--- src/rtl/pcc_pkg.sv ---
package pcc_pkg;

    localparam int NUM_PRED = 5;
    localparam int NUM_FLAG = 4;
    localparam int ID_W     = 3;
    localparam int REG_W    = 32;

    localparam logic [ID_W-1:0] ID_ONE  = 3'd7;
    localparam logic [ID_W-1:0] ID_ZERO = 3'd6;

    typedef enum logic {
        SRC_PRED = 1'b0,
        SRC_FLAG = 1'b1
    } src_e;

    typedef struct packed {
        logic ovf;
        logic carry;
        logic sign;
        logic zero;
    } flags_t;

    function automatic logic guard_lookup(
        input logic [NUM_PRED-1:0] preds,
        input logic [ID_W-1:0]     id
    );
        logic v;
        if (id == ID_ONE)
            v = 1'b1;
        else if (int'(id) < NUM_PRED)
            v = preds[id];
        else
            v = 1'b0;
        return v;
    endfunction

    function automatic logic [REG_W-1:0] widen_pred(input logic [NUM_PRED-1:0] p);
        logic [REG_W-1:0] w;
        w = '0;
        w[NUM_PRED-1:0] = p;
        return w;
    endfunction

    function automatic logic [REG_W-1:0] widen_flag(input flags_t f);
        logic [REG_W-1:0] w;
        w = '0;
        w[NUM_FLAG-1:0] = f;
        return w;
    endfunction

endpackage

--- src/rtl/pcc_pred_file.sv ---
module pcc_pred_file
    import pcc_pkg::*;
#(
    parameter int NP  = NUM_PRED,
    parameter int IDW = ID_W
) (
    input  logic           clk,
    input  logic           rst,
    input  logic           wr_en,
    input  logic [IDW-1:0] wr_id,
    input  logic           wr_val,
    input  logic           ld_en,
    input  logic [NP-1:0]  ld_data,
    input  logic [NP-1:0]  ld_mask,
    output logic [NP-1:0]  q
);

    for (genvar i = 0; i < NP; i++) begin : g_bit
        logic hit_wr;
        logic hit_ld;
        assign hit_wr = wr_en && (wr_id == IDW'(i));
        assign hit_ld = ld_en && ld_mask[i];

        always_ff @(posedge clk) begin
            if (rst)
                q[i] <= 1'b0;
            else if (hit_wr)
                q[i] <= wr_val;
            else if (hit_ld)
                q[i] <= ld_data[i];
        end
    end

endmodule

--- src/rtl/pcc_flag_reg.sv ---
module pcc_flag_reg
    import pcc_pkg::*;
(
    input  logic                clk,
    input  logic                rst,
    input  logic                upd,
    input  flags_t              upd_val,
    input  logic                ld_en,
    input  logic [NUM_FLAG-1:0] ld_data,
    input  logic [NUM_FLAG-1:0] ld_mask,
    output flags_t              q
);

    logic [NUM_FLAG-1:0] cur;
    logic [NUM_FLAG-1:0] nxt_upd;

    assign nxt_upd = upd_val;
    assign q       = cur;

    for (genvar i = 0; i < NUM_FLAG; i++) begin : g_flag
        always_ff @(posedge clk) begin
            if (rst)
                cur[i] <= 1'b0;
            else if (upd)
                cur[i] <= nxt_upd[i];
            else if (ld_en && ld_mask[i])
                cur[i] <= ld_data[i];
        end
    end

endmodule

--- src/rtl/pcc_guard_eval.sv ---
module pcc_guard_eval
    import pcc_pkg::*;
(
    input  logic [NUM_PRED-1:0] preds,
    input  logic [ID_W-1:0]     id,
    input  logic                neg,
    output logic                en
);

    logic raw;

    always_comb begin
        raw = guard_lookup(preds, id);
        en  = raw ^ neg;
    end

endmodule

--- src/rtl/pcc_unit.sv ---
module pcc_unit
    import pcc_pkg::*;
(
    input  logic                clk,
    input  logic                rst,
    input  logic [ID_W-1:0]     gd_id,
    input  logic                gd_neg,
    output logic                exec_en,
    input  logic                pw_en,
    input  logic [ID_W-1:0]     pw_id,
    input  logic                pw_val,
    input  logic                cc_issue,
    input  logic                cc_setcc,
    input  logic [NUM_FLAG-1:0] cc_in,
    input  logic                mv_sel,
    output logic [REG_W-1:0]    mv_rdata,
    input  logic                ld_en,
    input  logic                ld_sel,
    input  logic [REG_W-1:0]    ld_data,
    input  logic [REG_W-1:0]    ld_mask,
    output logic [NUM_PRED-1:0] pred_q,
    output logic [NUM_FLAG-1:0] cc_q
);

    src_e   ld_src;
    src_e   rd_src;
    logic   ld_to_pred;
    logic   ld_to_flag;
    logic   flag_upd;
    flags_t flag_in;
    flags_t flag_st;

    assign ld_src     = src_e'(ld_sel);
    assign rd_src     = src_e'(mv_sel);
    assign ld_to_pred = ld_en && (ld_src == SRC_PRED);
    assign ld_to_flag = ld_en && (ld_src == SRC_FLAG);
    assign flag_upd   = cc_issue && cc_setcc;
    assign flag_in    = flags_t'(cc_in);

    pcc_pred_file #(.NP(NUM_PRED), .IDW(ID_W)) u_pred (
        .clk     (clk),
        .rst     (rst),
        .wr_en   (pw_en),
        .wr_id   (pw_id),
        .wr_val  (pw_val),
        .ld_en   (ld_to_pred),
        .ld_data (ld_data[NUM_PRED-1:0]),
        .ld_mask (ld_mask[NUM_PRED-1:0]),
        .q       (pred_q)
    );

    pcc_flag_reg u_flag (
        .clk     (clk),
        .rst     (rst),
        .upd     (flag_upd),
        .upd_val (flag_in),
        .ld_en   (ld_to_flag),
        .ld_data (ld_data[NUM_FLAG-1:0]),
        .ld_mask (ld_mask[NUM_FLAG-1:0]),
        .q       (flag_st)
    );

    pcc_guard_eval u_guard (
        .preds (pred_q),
        .id    (gd_id),
        .neg   (gd_neg),
        .en    (exec_en)
    );

    assign cc_q = flag_st;

    always_comb begin
        unique case (rd_src)
            SRC_PRED: mv_rdata = widen_pred(pred_q);
            SRC_FLAG: mv_rdata = widen_flag(flag_st);
            default:  mv_rdata = '0;
        endcase
    end

endmodule

--- config.mk ---
export PLATFORM = sky130hd
export DESIGN_NAME = pcc_unit
export DESIGN_NICKNAME = d
export VERILOG_FILES = /design/src/rtl/pcc_pkg.sv /design/src/rtl/pcc_pred_file.sv /design/src/rtl/pcc_flag_reg.sv /design/src/rtl/pcc_guard_eval.sv /design/src/rtl/pcc_unit.sv
export SDC_FILE = /design/constraint.sdc
export NUM_CORES = 1
export LEC_CHECK = 0
export BUFFER_PORTS_ARGS = -buffer_cell sky130_fd_sc_hd__buf_2
export CORE_MARGIN = 2
export CORE_UTILIZATION = 29
export CTS_CLUSTER_DIAMETER = 60
export DETAILED_ROUTE_END_ITERATION = 8
export HOLD_SLACK_MARGIN = 0.12
export PLACE_DENSITY = 0.85
export SETUP_SLACK_MARGIN = 0.3
export SLEW_MARGIN = 20
export SYNTH_ARGS = -nofsm -noshare
export SYNTH_HDL_FRONTEND = slang
export SYNTH_SLANG_ARGS = --single-unit
--- constraint.sdc ---
create_clock -name clk -period 1.1 [get_ports clk]
set_clock_uncertainty 0.05 [all_clocks]
set_input_delay 0.11 -clock clk [delete_from_list [all_inputs] [get_ports clk]]
set_output_delay 0.11 -clock clk [all_outputs]
set_load 0.05 [all_outputs]
==> flow_summary_export.csv, run 1 <==
group,metric,value,unit
run_status,status,"finished with violations",
run_status,violations,"negative setup slack",
timing,fin_crit,1.53,ns
place,place_area,1170,µm²
timing,rsz0062_at_grt,"true",
timing,fin_hold_ws,0.0632,ns
timing,tns,-1.77,ns
setup_path,crit_required,0.94,ns
power_and_ir_drop,p_per_area,970,nW/µm²
clock_network,insertion_delay,0.27,ns
logic_synthesis,syn_area_per_cell,8.32,µm²
finish,area_growth,80.2,%
logic_synthesis,synth_area_leaders,"buf_4, dfxtp_1, a211oi_1",
timing,setup_slack,-0.429,ns
place,dp_hpwl,1890,µm
route,finalWirelength,2350,µm
setup_path,cp_max_fo,2,
logic_synthesis,ys_types,27,
route,dr.pass1.iters,4,
route,vias,883,
timing,clock.fmax,0.654,GHz
timing,setup_viol,11,
route,drt_iter0_markers,20,
route,routedWlPerCell,12.0,µm
timing,final_max_slew_viol_count,0,
job,drv_cap,0,
timing,hold_viol,0,
floorplan,initial_utilization,30.1,%
setup_path,setup.worst_path.end_class,"output pin",
global_route,grt_pass1_vias,828,
finish,fin_cells,196,
floorplan,coreArea,2710,µm²
clock_network,clk_pin_slew,0.07,ns
clock_network,h-tree-depth,1,
setup_path,cp_slowest_cell,"dfxtp_4",
clock_network,clockBufferDepth,2,
timing,min_period_over_period,139,%
place,dp_slack,-0.320,ns
logic_synthesis,synth_most_common_cell,"buf_4",
logic_synthesis,synthCells,98,
setup_path,critPathBufInv,1,
floorplan,die-area,3250,µm²
setup_path,cp_top_family,"compound AO/OA/AOI/OAI gates",
floorplan,fp.dieH,57.0,µm
logic_synthesis,synthFlopType,"dfxtp_1",
floorplan,rows,19,
logic_synthesis,yosys.area.top_type,"buf_4",
setup_path,cpPeakStageDelay,0.35,ns
clock_network,tritoncts,"done",
setup_path,crit_path_cell_trace,"nand2b_1 -> a21oi_1 -> o221ai_2 -> xnor2_4 -> buf_6",
global_route,grt_max_degree,10,
route,vias_per_cell,4.51,
place,gp_congestion,0.721,
clock_network,root_buffer,"clkbuf_4",
finish,stdcell_area,1470,µm²
logic_synthesis,synth_top_area_share,25.8,%
route,route.detailed.drc,0,
logic_synthesis,synth-edff-count,0,
place,dp_cells,184,
clock_network,cts_made_buffers,3,
setup_path,crit_arrival,1.37,ns
power_and_ir_drop,leakagePower,0.705,nW
logic_synthesis,ys_seq_area_share,22.1,%
floorplan,num_io_pins,126,
global_route,overflow,0,
place,port_buffers,44,
finish,num-nets-final,250,
route,ant_nets,0,
global_route,antenna_found_initial,0,
logic_synthesis,ys_seq_elements,9,
global_route,grt_pass1_wl,3620,µm
logic_synthesis,syn-cell-area,816,µm²
logic_synthesis,yosys_warnings,0,
logic_synthesis,synthArstFlopShare,0,%
setup_path,startpoint_type,"flop",
global_route,grtUsageTotal,14.6,%
floorplan,die_w,57.0,µm
clock_network,cts.sinks,9,
finish,n_antenna_cell,0,
finish,drive_gt1_share,60.0,%
setup_path,critical_path_class,"flop to output pin",
power_and_ir_drop,ir_drop,0.000769,V
hold_path,holdCritPathClass,"input port to flop",
logic_synthesis,synthTopCellsByCount,"buf_4, dfxtp_1, a211oi_1",
layer usage:
metal / share of wire [%] / GRT usage (%) / up-vias / wire length [µm]
li1: - / - / 439 / -
met1: 38 / 16.8 / 388 / 896
met2: 49 / 24.6 / 53 / 1150
met3: 12 / 5.22 / 3 / 271
met4: 1.2 / 5.98 / 0 / 28
met5: 0 / 0 / - / 0
placed cells by master (no fill, tap or decap), types with 3 or more instances in the layout:
master and count:
buf_8 10, conb_1 27, nand3_1 4, buf_4 11, buf_2 29, mux2_4 3
a311oi_1 3, a211oi_1 6, clkbuf_4 3, mux2i_1 3, buf_6 16, nand2_1 3
dfxtp_4 9, nor2_1 6
timing repair:
action,4_1_cts,5_1_grt
gates resized for setup,48,10
buffers inserted,4,4
hold endpoints to repair,9,4
pin swaps,6,5
setup endpoints to repair,20,24
power by group:
| group | switching [mW] | leakage, nW | internal [mW] |
|---|---|---|---|
| clock | 0.132 | 0.0150 | 0.141 |
| combinational | 0.504 | 0.610 | 0.288 |
| sequential | 0.0208 | 0.0802 | 0.341 |
kinds of logic (layout without fill, tap and decap cells):
group	after synthesis	count (layout)	share of synthesized area, %
buf+inv	33	74	28.1
simple gates	25	25	16.7
compound gates	22	22	22.5
flops	9	9	22.1
mux	7	7	9.05
other cells	1	27	0.460
xor+xnor	1	1	1.07
through the flow:
stage	power [mW]	utilization [%]
after detailed placement	1.02	43.3
after floorplan	0.922	-
after CTS	1.40	51.3
after global placement	1.01	43.3
after global routing	1.51	54.2
final	1.43	54.2
flip-flops by register name, indices dropped and copies added (netlist names):
| signal | flops |
|---|---|
| u_pred.q | 5 |
| u_flag.q | 4 |
final timing paths:
| kind | start | endpoint | slack [ns] | cells past startpoint |
|---|---|---|---|---|
| setup / recovery | u_pred.q[4]$_SDFFE_PP0P_ | exec_en | -0.43 | 5 |
| hold / removal | cc_in[0] | u_flag.q[0]$_SDFFE_PP0P_ | 0.06 | 3 |
| setup reg to reg | u_pred.q[2]$_SDFFE_PP0P_ | u_pred.q[2]$_SDFFE_PP0P_ | -0.06 | 5 |
| hold reg to reg | u_flag.q[1]$_SDFFE_PP0P_ | u_flag.q[1]$_SDFFE_PP0P_ | 0.58 | 2 |
final cells by class:
cell class	count	area [µm²]
clock buffers	4	26.3
fillers	252	1240
inverters	4	17.5
multi-input cells	82	616
flip-flops and latches	9	214
well taps	31	38.8
repair buffers	66	558
tightest hold or removal path, cell delays in order:
cell      delay, ns
buf_2          0.09
nor2_1         0.09
a211oi_1       0.05
Note: power is estimated with default switching activity, not from simulation.
==> run 2: changes to the inputs <==
--- a/config.mk
+++ b/config.mk
@@ -12,7 +12,7 @@
 export DETAILED_ROUTE_END_ITERATION = 8
 export HOLD_SLACK_MARGIN = 0.12
 export PLACE_DENSITY = 0.85
-export SETUP_SLACK_MARGIN = 0.3
+export SETUP_SLACK_MARGIN = 0.5
 export SLEW_MARGIN = 20
 export SYNTH_ARGS = -nofsm -noshare
 export SYNTH_HDL_FRONTEND = slang
==> constraint.sdc (replaced) <==
create_clock -name clk -period 1.1 [get_ports clk]
set_clock_uncertainty 0.05 [all_clocks]
set_input_delay 0.165 -clock clk [delete_from_list [all_inputs] [get_ports clk]]
set_output_delay 0.165 -clock clk [all_outputs]
set_load 0.05 [all_outputs]
==> run 2 against run 1 <==
- the flow still finishes with violations (negative setup slack)
- clock power is 3% higher
- core utilization increased by 1.4 points
- sequential cell count is the same
- clock-buffer cell count unchanged
- final area rose by 2.6%
- critical path depth stayed put
- critical path type unchanged
==> flow_summary_export.csv, run 2 (synthesis gave the netlist of run 1 again) <==
group,metric,value,unit
setup_path,setup.worst_path.start,"u_pred.q[0]$_SDFFE_PP0P_",
power_and_ir_drop,p_sw,0.667,mW
setup_path,cp_top_family,"flip-flops",
route,drt_iter0_markers,28,
clock_network,root_buffer,"clkbuf_4",
global_route,grt_max_degree,11,
power_and_ir_drop,p_int,0.781,mW
job,drv_cap,0,
power_and_ir_drop,power.total,1.45,mW
global_route,antenna_found_initial,0,
global_route,grt_pass1_vias,853,
power_and_ir_drop,clock_power_share,19.3,%
finish,largest_reg_flops,5,
floorplan,coreArea,2710,µm²
global_route,gr-usage-met1,17.5,%
finish,layout_commonest_cell,"buf_2",
power_and_ir_drop,leakagePower,0.726,nW
finish,fillers,253,
timing,fin_hold_ws,0.117,ns
timing,min_period_over_period,146,%
timing,setup_viol,14,
setup_path,setup.worst_path.end_class,"output pin",
global_route,grt_util_met2,26.1,%
global_route,grt_pass1_wl,3790,µm
timing,fin_crit,1.60,ns
clock_network,cts_made_buffers,3,
timing,clock.fmax,0.625,GHz
setup_path,cpPeakStageDelay,0.35,ns
floorplan,die-area,3250,µm²
power_and_ir_drop,pwr-share-comb,55.7,%
clock_network,insertion_delay,0.28,ns
route,routedWlPerCell,12.0,µm
floorplan,die_w,57.0,µm
setup_path,critical_path_class,"flop to output pin",
power_and_ir_drop,p_seq_share,25.1,%
run_status,status,"finished with violations",
place,place_area,1190,µm²
place,gp_congestion,0.807,
run_status,violations,"negative setup slack",
place,port_buffers,44,
hold_path,holdCritPathClass,"input port to flop",
setup_path,critPathBufInv,1,
global_route,grt_busiest_layer,"met2",
clock_network,h-tree-depth,1,
timing,setup_slack,-0.501,ns
clock_network,clk_pin_slew,0.07,ns
finish,fin_cells,199,
route,ant_nets,0,
floorplan,initial_utilization,30.1,%
finish,regMostFlops,"u_pred.q",
setup_path,startpoint_type,"flop",
setup_path,cp_slowest_cell,"dfxtp_4",
power_and_ir_drop,ir_drop,0.000619,V
power_and_ir_drop,swShare,46.1,%
setup_path,cp_max_fo,2,
global_route,gr-usage-met3,4.31,%
clock_network,cts.sinks,9,
place,dp_hpwl,1860,µm
floorplan,num_io_pins,126,
finish,num-nets-final,253,
finish,top_regs,"u_pred.q (5), u_flag.q (4)",
timing,final_max_slew_viol_count,0,
floorplan,fp.dieH,57.0,µm
power_and_ir_drop,p_per_area,960,nW/µm²
global_route,overflow,0,
floorplan,rows,19,
route,vias_per_cell,4.51,
setup_path,crit_path_cell_trace,"nor3_4 -> a31oi_1 -> o221ai_2 -> xnor2_4 -> buf_6",
global_route,grtUsageTotal,15.5,%
setup_path,r2r-start,"u_pred.q[2]$_SDFFE_PP0P_",
setup_path,crit_arrival,1.39,ns
timing,rsz0062_at_grt,"true",
clock_network,tritoncts,"done",
setup_path,crit_required,0.88,ns
finish,n_antenna_cell,0,
finish,stdcell_area,1510,µm²
finish,drive_gt1_share,60.1,%
route,route.detailed.drc,0,
finish,post-route-util,55.6,%
finish,mostFrequentLayoutCells,"buf_2, conb_1, buf_6, buf_8, buf_4",
route,vias,898,
hold_path,hold_start,"cc_in[0]",
place,dp_cells,186,
timing,hold_viol,0,
finish,area_growth,84.8,%
clock_network,clockBufferDepth,2,
setup_path,rrSetupSlack,-0.15,ns
route,dr.pass1.iters,4,
route,finalWirelength,2390,µm
==> run 2: cell type report <==
type	count	area (µm²)	share of cell area (%)
inverter	4	17.5	1.16
tap	31	38.8	2.57
clock buffer	4	26.3	1.74
timing repair buffer	69	599	39.8
sequential	9	214	14.2
multi-input combinational	82	612	40.6
==> run 2: tightest hold or removal path, stage by stage <==
cell and delay, ns:
buf_2 0.10, nor2_1 0.10, a211oi_1 0.05
==> run 2: worst paths after layout <==
check | to | cells past startpoint
setup / recovery | exec_en | 5
hold / removal | u_flag.q[0]$_SDFFE_PP0P_ | 3
setup reg to reg | u_pred.q[2]$_SDFFE_PP0P_ | 6
hold reg to reg | u_flag.q[2]$_SDFFE_PP0P_ | 2
==> run 2: power groups by stage <==
stage / Combinational (mW) / Sequential (mW) / Clock [mW]
final: 0.806 / 0.363 / 0.279
after detailed placement: 0.659 / 0.363 / 0
after floorplan: 0.482 / 0.441 / 0
after global placement: 0.653 / 0.361 / 0
after CTS: 0.774 / 0.362 / 0.281
after global routing: 0.846 / 0.366 / 0.309
==> run 2: timing repair <==
action	CTS	global route
pin swaps	7	2
endpoints found under the hold margin	1	0
setup endpoints to repair	24	24
setup buffers	6	3
gates resized for setup	53	9
==> run 2: metrics by stage <==
step	TNS, ns	setup slack, ns
finish	-2.67	-0.501
global route	-3.21	-0.579
CTS	-2.38	-0.518
detailed placement	-0.801	-0.386
global placement	-0.701	-0.363
floorplan	-0.334	-0.334
==> run 2: layer usage <==
metal  routed length, µm  up-vias
li1                    -      440
met1                 910      398
met2                1160       55
met3                 263        5
met4                  57        0
met5                   0        -
==> run 3: changes to the inputs <==
--- a/config.mk
+++ b/config.mk
@@ -12,8 +12,8 @@
 export DETAILED_ROUTE_END_ITERATION = 8
 export HOLD_SLACK_MARGIN = 0.12
 export PLACE_DENSITY = 0.85
+export REMOVE_ABC_BUFFERS = 1
 export SETUP_SLACK_MARGIN = 0.5
-export SLEW_MARGIN = 20
 export SYNTH_ARGS = -nofsm -noshare
 export SYNTH_HDL_FRONTEND = slang
 export SYNTH_SLANG_ARGS = --single-unit
==> run 3 against run 2 <==
- critical path depth stayed put
- sequential power grew 3%
- hold slack improved by 0.0093 ns
- cell count stayed put
- clock-buffer cell count is the same
- clock power hardly changed
- the run still ends with negative setup slack left
- combinational power is 1% lower
- worst setup slack worse by 0.11 ns
- fmax is 6.5% lower
- sequential share of layout area down 0.87 points
- largest power group unchanged
- final area decreased by 4.6%
==> flow_summary_export.csv, run 3 (synthesis gave the netlist of run 1 again) <==
group,metric,value,unit
setup_path,startpoint_type,"flop",
global_route,grt_max_degree,11,
finish,mostFrequentLayoutCells,"buf_2, conb_1, buf_6, buf_8, buf_4",
global_route,grtUsageTotal,15.6,%
setup_path,critical_path_class,"flop to output pin",
finish,fin_cells,199,
setup_path,cp_max_fo,2,
floorplan,num_io_pins,126,
timing,fin_crit,1.71,ns
finish,n_antenna_cell,0,
place,port_buffers,44,
setup_path,reg2reg_depth,6,
floorplan,coreArea,2710,µm²
setup_path,crit_required,0.88,ns
global_route,grt_pass1_vias,857,
timing,setup_slack,-0.612,ns
route,finalWirelength,2910,µm
hold_path,worstHoldPathCells,3,
clock_network,insertion_delay,0.27,ns
setup_path,cpPeakStageDelay,0.34,ns
clock_network,clockBufferDepth,2,
finish,top_regs,"u_pred.q (5), u_flag.q (4)",
hold_path,holdCritPathClass,"input port to flop",
power_and_ir_drop,p_per_area,1010,nW/µm²
finish,largest_reg_flops,5,
setup_path,cp_top_family,"flip-flops",
place,dp_cells,183,
clock_network,root_buffer,"clkbuf_4",
route,routedWlPerCell,14.6,µm
finish,layout_commonest_cell,"buf_2",
setup_path,worst-path-stages,5,
global_route,overflow,0,
run_status,status,"finished with violations",
power_and_ir_drop,ir_drop,0.000644,V
finish,drive_gt1_share,57.1,%
setup_path,crit_arrival,1.50,ns
timing,rsz0062_at_grt,"true",
finish,area_growth,76.2,%
power_and_ir_drop,leakagePower,0.724,nW
route,drt_iter0_markers,47,
finish,stdcell_area,1440,µm²
finish,num-nets-final,253,
job,drv_cap,0,
clock_network,hold_buffers,0,
clock_network,clk_pin_slew,0.07,ns
floorplan,die_w,57.0,µm
route,vias,933,
place,gp_congestion,0.894,
finish,regMostFlops,"u_pred.q",
route,dr.pass1.iters,4,
global_route,grt_pass1_wl,3840,µm
clock_network,tritoncts,"done",
floorplan,die-area,3250,µm²
place,place_area,1060,µm²
setup_path,cp_slowest_cell,"dfxtp_2",
route,route.detailed.drc,0,
floorplan,rows,19,
timing,hold_viol,0,
timing,setup_viol,14,
floorplan,initial_utilization,30.1,%
route,ant_nets,0,
floorplan,fp.dieH,57.0,µm
timing,min_period_over_period,156,%
route,vias_per_cell,4.69,
clock_network,cts.sinks,9,
global_route,antenna_found_initial,0,
place,dp_slack,-0.286,ns
setup_path,crit_path_cell_trace,"nor3_2 -> a31oi_1 -> o221ai_1 -> xnor2_1 -> buf_4",
timing,clock.fmax,0.584,GHz
timing,final_max_slew_viol_count,0,
clock_network,h-tree-depth,1,
place,dp_hpwl,1840,µm
power_and_ir_drop,power.total,1.44,mW
setup_path,critPathBufInv,1,
run_status,violations,"negative setup slack",
setup_path,setup.worst_path.end_class,"output pin",
clock_network,cts_made_buffers,3,
-- run 3: report_power, final --
group          internal, mW  total [mW]  switching [mW]
logic                 0.281       0.794           0.513
registers             0.352       0.373          0.0209
clock network         0.141       0.278           0.137
total                 0.774        1.44           0.671
-- run 3: area by class of cell --
| class | instances | area [µm²] |
|---|---|---|
| inverters | 4 | 15.0 |
| fillers | 250 | 1270 |
| repair buffers | 69 | 599 |
| well taps | 31 | 38.8 |
| flip-flops and latches | 9 | 191 |
| multi-input cells | 82 | 567 |
| clock buffers | 4 | 26.3 |
-- run 3: worst paths after layout --
path	from	to	slack (ns)
worst max-delay path	u_pred.q[0]$_SDFFE_PP0P_	exec_en	-0.61
worst min-delay path	cc_in[0]	u_flag.q[0]$_SDFFE_PP0P_	0.13
worst max register to register	u_pred.q[0]$_SDFFE_PP0P_	u_pred.q[0]$_SDFFE_PP0P_	-0.15
worst min register to register	u_flag.q[2]$_SDFFE_PP0P_	u_flag.q[2]$_SDFFE_PP0P_	0.54
-- run 3: worst reg2reg max path: cells and delay by family, from the launching register on --
family,cells,cell delay (ns)
AOI/OAI and AO/OA,3,0.42
buffers and inverters,3,0.33
DFF,1,0.34
-- run 3: metal layers --
metal | share of wire (%) | vias to the layer above | track usage (%) | wire length, µm
met2 | 47 | 68 | 25.8 | 1360
met3 | 9.7 | 7 | 4.08 | 282
li1 | - | 442 | - | -
met1 | 41 | 416 | 19.1 | 1180
met4 | 2.7 | 0 | 6.64 | 78
met5 | 0 | - | 0 | 0
-- run 3: repair_timing --
item / in CTS / in global routing
pin swaps: 12 / 5
hold endpoints to repair: 0 / 0
setup endpoints to repair: 24 / 24
gates resized for setup: 66 / 14
cloned: 0 / 1
buffers inserted: 5 / 6
-- run 3: through the flow --
stage / hold slack [ns] / TNS, ns / utilization [%]
finish: 0.126 / -2.69 / 53.0
CTS: 0.127 / -1.91 / 48.8
global route: 0.138 / -3.04 / 53.0
floorplan: 0.183 / -3.72 / -
global placement: 0.415 / -0.743 / 39.0
detailed placement: 0.423 / -0.795 / 39.0
